<file path="src/rtl/rrc_pkg.sv">
package rrc_pkg;
  localparam int CFG_DW = 8;
  localparam logic CFG_PKT = 1'b0;
  localparam logic CFG_LAT = 1'b1;
  localparam logic [CFG_DW-1:0] PKT_MASK = 8'h01;
  localparam logic [CFG_DW-1:0] LAT_MASK = 8'h01;
endpackage

</file>
<file path="src/rtl/rrc_cfg.sv">
module rrc_cfg
  import rrc_pkg::*;
(
  input  logic              clk,
  input  logic              rst,
  input  logic              cfg_we,
  input  logic              cfg_addr,
  input  logic [CFG_DW-1:0] cfg_wdata,
  input  logic              acm_cmd,
  input  logic              div_we,
  input  logic              baud_slow,
  output logic [CFG_DW-1:0] cfg_rdata,
  output logic              short_pkt,
  output logic              low_lat
);
  logic [CFG_DW-1:0] pkt_q, lat_q;
  logic              slow_q;

  always_ff @(posedge clk) begin
    if (rst) begin
      pkt_q  <= '0;
      lat_q  <= '0;
      slow_q <= 1'b0;
    end else begin
      if (cfg_we && cfg_addr == CFG_PKT) pkt_q <= cfg_wdata & PKT_MASK;
      if (acm_cmd) pkt_q[0] <= 1'b1;
      if (cfg_we && cfg_addr == CFG_LAT) lat_q <= cfg_wdata & LAT_MASK;
      if (div_we) slow_q <= baud_slow;
    end
  end

  assign short_pkt = pkt_q[0];
  assign low_lat   = lat_q[0] | slow_q;
  assign cfg_rdata = (cfg_addr == CFG_LAT) ? (lat_q | {{(CFG_DW-1){1'b0}}, slow_q}) : pkt_q;

  AST_ACM_SETS_SHORT: assert property (@(posedge clk) disable iff (rst)
    acm_cmd |=> short_pkt);
  AST_SLOW_FORCES_LL: assert property (@(posedge clk) disable iff (rst)
    (div_we && baud_slow) |=> low_lat);
endmodule

</file>
<file path="src/rtl/rrc_idle.sv">
module rrc_idle #(
  parameter int IDLE_CHARS = 3,
  localparam int TICK_W = $clog2(IDLE_CHARS + 1)
) (
  input  logic clk,
  input  logic rst,
  input  logic byte_rx,
  input  logic char_tick,
  input  logic clear,
  output logic expired
);
  localparam logic [TICK_W-1:0] LIMIT = TICK_W'(IDLE_CHARS);
  logic [TICK_W-1:0] cnt;

  always_ff @(posedge clk) begin
    if (rst || byte_rx || clear) cnt <= '0;
    else if (char_tick && cnt != LIMIT) cnt <= cnt + 1'b1;
  end

  assign expired = (cnt == LIMIT);

  AST_IDLE_RESTART: assert property (@(posedge clk) disable iff (rst)
    byte_rx |=> !expired);
  AST_GRANT_CLEARS: assert property (@(posedge clk) disable iff (rst)
    clear |=> !expired);
endmodule

</file>
<file path="src/rtl/rrc_grant.sv">
module rrc_grant #(
  parameter int CNT_W   = 8,
  parameter int MAX_PKT = 64
) (
  input  logic             clk,
  input  logic             rst,
  input  logic             bulk_req,
  input  logic [CNT_W-1:0] fifo_count,
  input  logic             short_pkt,
  input  logic             low_lat,
  input  logic             expired,
  output logic             fire,
  output logic             grant_valid,
  output logic [CNT_W-1:0] grant_len,
  output logic             nak
);
  localparam logic [CNT_W-1:0] MAXP = CNT_W'(MAX_PKT);
  logic [CNT_W-1:0] max_now, len_now;
  logic             has_data, full, eligible;

  always_comb begin
    max_now  = short_pkt ? MAXP - 1'b1 : MAXP;
    has_data = (fifo_count != '0);
    full     = (fifo_count >= max_now);
    eligible = has_data && (low_lat || full || expired);
    len_now  = full ? max_now : fifo_count;
    fire     = bulk_req && eligible;
  end

  always_ff @(posedge clk) begin
    if (rst) begin
      grant_valid <= 1'b0;
      grant_len   <= '0;
      nak         <= 1'b0;
    end else begin
      grant_valid <= fire;
      nak         <= bulk_req && !eligible;
      if (fire) grant_len <= len_now;
    end
  end

  AST_GRANT_NAK_EXCL: assert property (@(posedge clk) disable iff (rst)
    !(grant_valid && nak));
  AST_REQ_ANSWERED: assert property (@(posedge clk) disable iff (rst)
    bulk_req |=> (grant_valid || nak));
  AST_NO_UNSOLICITED: assert property (@(posedge clk) disable iff (rst)
    !bulk_req |=> (!grant_valid && !nak));
  AST_LEN_BOUND: assert property (@(posedge clk) disable iff (rst)
    grant_valid |-> (grant_len != '0 && grant_len <= MAXP));
  AST_EMPTY_NAK: assert property (@(posedge clk) disable iff (rst)
    (bulk_req && fifo_count == '0) |=> nak);
endmodule

</file>
<file path="src/rtl/rx_release_ctrl.sv">
module rx_release_ctrl
  import rrc_pkg::*;
#(
  parameter int FIFO_DEPTH = 128,
  parameter int MAX_PKT    = 64,
  parameter int IDLE_CHARS = 3,
  localparam int CNT_W = $clog2(FIFO_DEPTH + 1)
) (
  input  logic              clk,
  input  logic              rst,
  input  logic              cfg_we,
  input  logic              cfg_addr,
  input  logic [CFG_DW-1:0] cfg_wdata,
  output logic [CFG_DW-1:0] cfg_rdata,
  input  logic              acm_cmd,
  input  logic              div_we,
  input  logic              baud_slow,
  input  logic [CNT_W-1:0]  fifo_count,
  input  logic              byte_rx,
  input  logic              char_tick,
  input  logic              bulk_req,
  output logic              grant_valid,
  output logic [CNT_W-1:0]  grant_len,
  output logic              nak
);
  logic short_pkt, low_lat, expired, fire;

  rrc_cfg u_cfg (
    .clk(clk), .rst(rst), .cfg_we(cfg_we), .cfg_addr(cfg_addr),
    .cfg_wdata(cfg_wdata), .acm_cmd(acm_cmd), .div_we(div_we),
    .baud_slow(baud_slow), .cfg_rdata(cfg_rdata),
    .short_pkt(short_pkt), .low_lat(low_lat)
  );

  rrc_idle #(.IDLE_CHARS(IDLE_CHARS)) u_idle (
    .clk(clk), .rst(rst), .byte_rx(byte_rx), .char_tick(char_tick),
    .clear(fire), .expired(expired)
  );

  rrc_grant #(.CNT_W(CNT_W), .MAX_PKT(MAX_PKT)) u_grant (
    .clk(clk), .rst(rst), .bulk_req(bulk_req), .fifo_count(fifo_count),
    .short_pkt(short_pkt), .low_lat(low_lat), .expired(expired),
    .fire(fire), .grant_valid(grant_valid), .grant_len(grant_len), .nak(nak)
  );
endmodule

</file>
<file path="config.mk">
export PLATFORM = sky130hd
export DESIGN_NAME = rx_release_ctrl
export DESIGN_NICKNAME = d
export VERILOG_FILES = /design/src/rtl/rrc_pkg.sv /design/src/rtl/rrc_cfg.sv /design/src/rtl/rrc_idle.sv /design/src/rtl/rrc_grant.sv /design/src/rtl/rx_release_ctrl.sv
export SDC_FILE = /design/constraint.sdc
export NUM_CORES = 1
export LEC_CHECK = 0
export BUFFER_PORTS_ARGS = -buffer_cell sky130_fd_sc_hd__buf_2
export CAP_MARGIN = 30
export CORE_MARGIN = 4
export CORE_UTILIZATION = 30
export CTS_CLUSTER_DIAMETER = 30
export DETAILED_ROUTE_END_ITERATION = 12
export GPL_TIMING_DRIVEN = 1
export PLACE_DENSITY = 0.65
export SLEW_MARGIN = 25
export SYNTH_ARGS = -nofsm -noshare
export SYNTH_HDL_FRONTEND = slang
export SYNTH_SLANG_ARGS = --single-unit
</file>
<file path="constraint.sdc">
create_clock -name clk -period 2.3 [get_ports clk]
set_input_delay 0.46 -clock clk [delete_from_list [all_inputs] [get_ports clk]]
set_output_delay 0.46 -clock clk [all_outputs]
set_load 0.03 [all_outputs]
</file>
==> flow_summary.json, run 1 <==
{
  "via_per_inst": 4.92,
  "yosysTopAreaCellShare_pct": 30.5,
  "nNetsFinal": 177,
  "slew_headroom_pct": 60.2,
  "post-cts-setup-buffers": 0,
  "power.density_nw_per_um2": 567,
  "report.final.slew_viol_count": 0,
  "die_h_um": 65.3,
  "required_ns": 2.49,
  "max_freq_mhz": 494,
  "finalCritPeriodShare_pct": 88.0,
  "layout_setup_ws_ns": 0.275,
  "drtIter0Drc": 40,
  "synth_warnings": 0,
  "hold_buffers": 0,
  "synth_top_area_cell": "dfxtp_1",
  "cts_tree": "yes",
  "cts-root-buf": "clkbuf_4",
  "startpoint_type": "flip-flop",
  "max_stage_delay_ns": 0.32,
  "synth_area_leaders": "dfxtp_1 (30%), ha_1 (10%), a311o_1 (7.1%), a21oi_1 (6.1%), buf_4 (5.3%)",
  "path_cells": "inv_1, ha_1, a21o_2, a221oi_2, o21a_1, buf_12, a21oi_4, nor4_1",
  "first_pass_iters": 4,
  "pin_count": 44,
  "fin_skew_ns": 0.00237,
  "setup_tns_ns": 0,
  "synth_cell_types": 33,
  "finalPower_mw": 0.662,
  "drcViolationCount": 0,
  "post-route-min-period_ns": 2.03,
  "fillerInstances": 338,
  "grt_antenna_before_repair": 0,
  "wl_um": 2280,
  "finalHoldViolCount": 0,
  "antennaDiodeCount": 0,
  "die_area_sq_um": 4270,
  "cts_sinks": 15,
  "cp.arrival_ns": 2.22,
  "rsz0062_at_grt": "false",
  "cap_violations": 0,
  "critPathKind": "reg -> reg",
  "multi_input_area_sq_um": 602,
  "rows": 20,
  "cp-end-kind": "flip-flop",
  "grt_pass1_vias": 869,
  "reg2reg_depth": 8,
  "hold_path_depth": 2,
  "syn_avg_cell_area_sq_um": 8.73,
  "postRouteAntennaNets": 0,
  "worstMarginPinSlew_ns": 0.592,
  "holdCritPathClass": "in -> reg",
  "dieWidth_um": 65.3,
  "synth_seq_cells": 15,
  "regToRegSetupSlack_ns": 0.27,
  "synth-seq-area-share_pct": 30.5,
  "cts_buffer_depth": 2,
  "dp_hpwl_um": 1830,
  "utilization_pct": 37.6,
  "layout-drive-gt1-share_pct": 29.6,
  "place_ws_ns": 0.115,
  "min_to": "u_idle.cnt[1]",
  "p_leak_nw": 0.531,
  "clock_latency_ns": 0.28,
  "setup_violations": 0,
  "htreeDepth": 1,
  "path_clk_slew_ns": 0.08,
  "syn2layout_area_growth_pct": 18.4,
  "cp_num_buf_inv": 2,
  "routed-via-count": 916,
  "peakVddDrop_mv": 0.140,
  "finalWeightedCongestion": 0.725,
  "numCtsBuffers": 3,
  "grt_max_degree": 19,
  "hold_start": "byte_rx",
  "coreArea_sq_um": 3100,
  "synthesis.area_sq_um": 986,
  "crit_fanout": 18,
  "reg2reg_to": "u_idle.cnt[0]",
  "grt_usage_pct": 11.3,
  "seq_area_sq_um": 300,
  "postSynthCellCount": 113,
  "status": "complete, no violations",
  "grt_pass1_wl_um": 3710,
  "initial_core_util_pct": 31.8,
  "post_cts_resized": 0,
  "reg2reg_from": "u_cfg.pkt_q[0]",
  "wl_per_cell_um": 12.2,
  "cp_top_family": "compound AO/OA/AOI/OAI gates",
  "grt.overflow.total": 0,
  "port_buffers": 29,
  "critical-path-slowest-cell": "dfxtp_1"
}
[layer usage]
metal	wire (um)	vias to the layer above	global-route usage [%]
li1	-	456	-
met1	897	430	12.1
met2	1160	26	20.2
met5	0	-	0
met4	51	0	5.44
met3	168	4	2.91
[layout make-up]
class / instances / share of cell area [%]
inverter: 3 / 0.965
timing repair buffer: 31 / 14.8
sequential: 15 / 25.7
tap: 44 / 4.72
multi-input combinational: 89 / 51.6
clock buffer: 4 / 2.25
[flip-flops by register name, indices dropped and copies added, names as in the netlist]
signal               count
u_cfg.pkt_q              1
u_grant.nak              1
u_idle.cnt               2
u_grant.grant_valid      1
u_cfg.lat_q              1
u_cfg.slow_q             1
u_grant.grant_len        8
[logic make-up after synthesis]
kind of cell,Yosys count,synth area share [%]
flops,15,30.5
compound gates,33,25.4
buf+inv,15,10.8
fa+ha+maj,8,10.2
mux,3,3.05
simple gates,37,18.9
other cells,1,0.380
xor+xnor,1,0.888
[through the flow]
step	cell area [sq um]	hold slack, ns	cells
after floorplan	1010	0.450	119
after global placement	1140	0.462	182
after detailed placement	1140	0.477	182
after CTS	1170	0.340	186
after global routing	1170	0.348	186
final	1170	0.345	186
[how the worst max path moves through the flow]
stage                        start                   end  cells after the start
floorplan           u_cfg.pkt_q[0]  u_grant.grant_len[6]                      9
global placement     fifo_count[0]         u_idle.cnt[1]                      9
detailed placement   fifo_count[0]         u_idle.cnt[0]                      9
CTS                 u_cfg.pkt_q[0]         u_idle.cnt[0]                      8
global route        u_cfg.pkt_q[0]         u_idle.cnt[0]                      8
finish              u_cfg.pkt_q[0]         u_idle.cnt[0]                      8
[layout by cell type (no fill, tap or decap), types with 4 or more instances in the layout]
cell type / count
a21oi_1: 12
a311o_1: 7
a31oi_1: 6
buf_2: 29
conb_1: 7
dfxtp_1: 15
ha_1: 8
nand2_1: 13
nor2_1: 10
nor4_1: 4
[cells in the mapped netlist]
| master | instances |
|---|---|
| dfxtp_1 | 15 |
| nand2_1 | 13 |
| a21oi_1 | 12 |
| nor2_1 | 10 |
| ha_1 | 8 |
| a311o_1 | 7 |
| buf_4 | 7 |
| a31oi_1 | 6 |
| nor4_1 | 4 |
| inv_1 | 3 |
| mux2i_1 | 3 |
| a21o_2 | 2 |
| clkbuf_1 | 2 |
| nand2b_1 | 2 |
| a21oi_4 | 1 |
| a221oi_1 | 1 |
| a221oi_2 | 1 |
| a31oi_2 | 1 |
| and4b_1 | 1 |
| buf_1 | 1 |
| buf_12 | 1 |
| buf_6 | 1 |
| conb_1 | 1 |
| nand2b_4 | 1 |
| nand3_1 | 1 |
| nor2b_1 | 1 |
| nor3_1 | 1 |
| nor3b_1 | 1 |
| o21a_1 | 1 |
| o21ai_0 | 1 |
| or2_2 | 1 |
| or2b_2 | 1 |
| xnor2_1 | 1 |
[report_power, final]
group	total, mW	switching [mW]	internal [mW]	leakage [nW]
sequential	0.290	0.0120	0.278	0.123
clock	0.150	0.0825	0.0674	0.0150
combinational	0.222	0.136	0.0857	0.393
total	0.662	0.231	0.431	0.531
[worst register-to-register path: cells and delay by family (launching register included)]
kind	cells	cell delay, ns
AO/OA/AOI/OAI	4	0.75
flip-flops	1	0.32
AND/OR/NAND/NOR	1	0.25
buffers and inverters	2	0.34
adder cells (fa/ha/maj)	1	0.28
(Power assumes the default switching activity.)
==> inputs of run 2 (changes only) <==
PLACE_DENSITY = 0.58   (was 0.65)
==> run 2 against run 1 <==
Effect of this change:
- register-to-register slack got worse by 0.05 ns
- critical path depth unchanged
- critical endpoint is now u_grant.grant_len[4]
- die area is the same
- clock power barely moved
- via count shrank 2.1%
==> flow_summary.json, run 2 (same netlist as run 1, synthesis figures left out) <==
{
  "top_usage_layer": "met2",
  "die_area_sq_um": 4270,
  "top_register": "u_grant.grant_len",
  "drtIter0Drc": 23,
  "numCtsBuffers": 3,
  "regToRegSetupSlack_ns": 0.23,
  "grt_max_degree": 15,
  "critPathKind": "reg -> reg",
  "report.final.slew_viol_count": 0,
  "dpl.cell_count": 183,
  "cts_sinks": 15,
  "grt_pass1_vias": 845,
  "p_leak_nw": 0.532,
  "finalWeightedCongestion": 0.778,
  "clock_latency_ns": 0.28,
  "dieWidth_um": 65.3,
  "path_clk_slew_ns": 0.09,
  "dp_hpwl_um": 1920,
  "layout_common_cells": "buf_2 (29), dfxtp_1 (15), nand2_1 (13), a21oi_1 (12), nor2_1 (10)",
  "port_buffers": 29,
  "utilization_pct": 37.5,
  "hold_path_depth": 2,
  "status": "complete, no violations",
  "die_h_um": 65.3,
  "seq_area_sq_um": 300,
  "peakVddDrop_mv": 0.130,
  "slew_headroom_pct": 63.0,
  "required_ns": 2.46,
  "grt_usage_pct": 11.3,
  "grt_pass1_wl_um": 3770,
  "pin_count": 44,
  "hold_start": "byte_rx",
  "crit_fanout": 11,
  "syn2layout_area_growth_pct": 17.9,
  "max_freq_mhz": 483,
  "holdCritPathClass": "in -> reg",
  "hold_buffers": 0,
  "wl_um": 2290,
  "cts_buffer_depth": 2,
  "grt_use_met2_pct": 19.1,
  "first_pass_iters": 4,
  "layout_commonest_cell": "buf_2",
  "largest_registers": "u_grant.grant_len: 8 flops, u_idle.cnt: 2 flops",
  "rows": 20,
  "fillerInstances": 347,
  "finalHoldViolCount": 0,
  "grt.overflow.total": 0,
  "rsz0062_at_grt": "false",
  "via_per_inst": 4.80,
  "fin_skew_ns": 0.00608,
  "routed-via-count": 897,
  "worstMarginPinSlew_ns": 0.551,
  "reg2reg_depth": 8,
  "largest_register_ff_count": 8,
  "multi_input_area_sq_um": 602,
  "post_cts_resized": 0,
  "initial_core_util_pct": 31.8,
  "cts_tree": "yes",
  "cp.arrival_ns": 2.23,
  "grt_antenna_before_repair": 0,
  "htreeDepth": 1,
  "nNetsFinal": 178,
  "setup_violations": 0,
  "finalCritPeriodShare_pct": 90.1,
  "grtUsageMet1_pct": 13.6,
  "startpoint_type": "flip-flop",
  "power.density_nw_per_um2": 564,
  "finalPower_mw": 0.656,
  "reg2reg_from": "u_cfg.pkt_q[0]",
  "setup_tns_ns": 0,
  "coreArea_sq_um": 3100,
  "min_to": "u_idle.cnt[0]",
  "layout-drive-gt1-share_pct": 30.1,
  "fin_cells": 187,
  "wl_per_cell_um": 12.2,
  "reg2reg_to": "u_grant.grant_len[4]",
  "cp-end-kind": "flip-flop",
  "met3_usage_pct": 1.54,
  "cts-root-buf": "clkbuf_4",
  "postRouteAntennaNets": 0,
  "cap_violations": 0,
  "drcViolationCount": 0,
  "post-route-min-period_ns": 2.07,
  "antennaDiodeCount": 0,
  "post-cts-setup-buffers": 0
}
[run 2: cell count changes in the layout (fill, tap and decap cells not counted)]
cell	change
buf_4	+2
buf_12	-1
[run 2: layout make-up]
cell class              count  area share, %
flip-flops and latches     15           25.8
inverters                   3          0.969
multi-input cells          89           51.8
clock buffers               4           2.26
well taps                  44           4.74
repair buffers             32           14.4
[run 2: worst max-delay path: stages (launching register included)]
cell	delay, ns
dfxtp_1	0.32
inv_1	0.19
ha_1	0.29
a21o_2	0.20
a221oi_2	0.27
o21a_1	0.25
buf_4	0.20
a311o_1	0.18
a31oi_1	0.04
[run 2: worst max-delay path by stage]
stage                      endpoint  cells past startpoint  slack [ns]      startpoint
6_report       u_grant.grant_len[4]                      8        0.23  u_cfg.pkt_q[0]
5_1_grt        u_grant.grant_len[4]                      8        0.07  u_cfg.pkt_q[0]
4_1_cts        u_grant.grant_len[4]                      8        0.21  u_cfg.pkt_q[0]
3_5_place_dp   u_grant.grant_len[4]                      9        0.12   fifo_count[0]
3_3_place_gp   u_grant.grant_len[6]                      9        0.14   fifo_count[0]
2_1_floorplan  u_grant.grant_len[6]                      9        0.27  u_cfg.pkt_q[0]
[run 2: per-layer routing]
| layer | part of all wire (%) | vias up |
|---|---|---|
| met1 | 44 | 410 |
| met3 | 5.0 | 4 |
| met4 | 2.4 | 0 |
| li1 | - | 461 |
| met5 | 0 | - |
| met2 | 48 | 22 |
[run 2: per-stage QoR]
stage               area (sq um)  setup WS (ns)  hold WS [ns]
floorplan                   1010          0.267         0.450
detailed placement          1140          0.116         0.482
global route                1160         0.0737         0.354
finish                      1160          0.228         0.354
global placement            1140          0.141         0.462
CTS                         1160          0.212         0.346
[run 2: power by group]
group	total, mW	switching, mW	internal (mW)
clock network	0.148	0.0806	0.0673
registers	0.290	0.0119	0.278
logic	0.218	0.135	0.0828
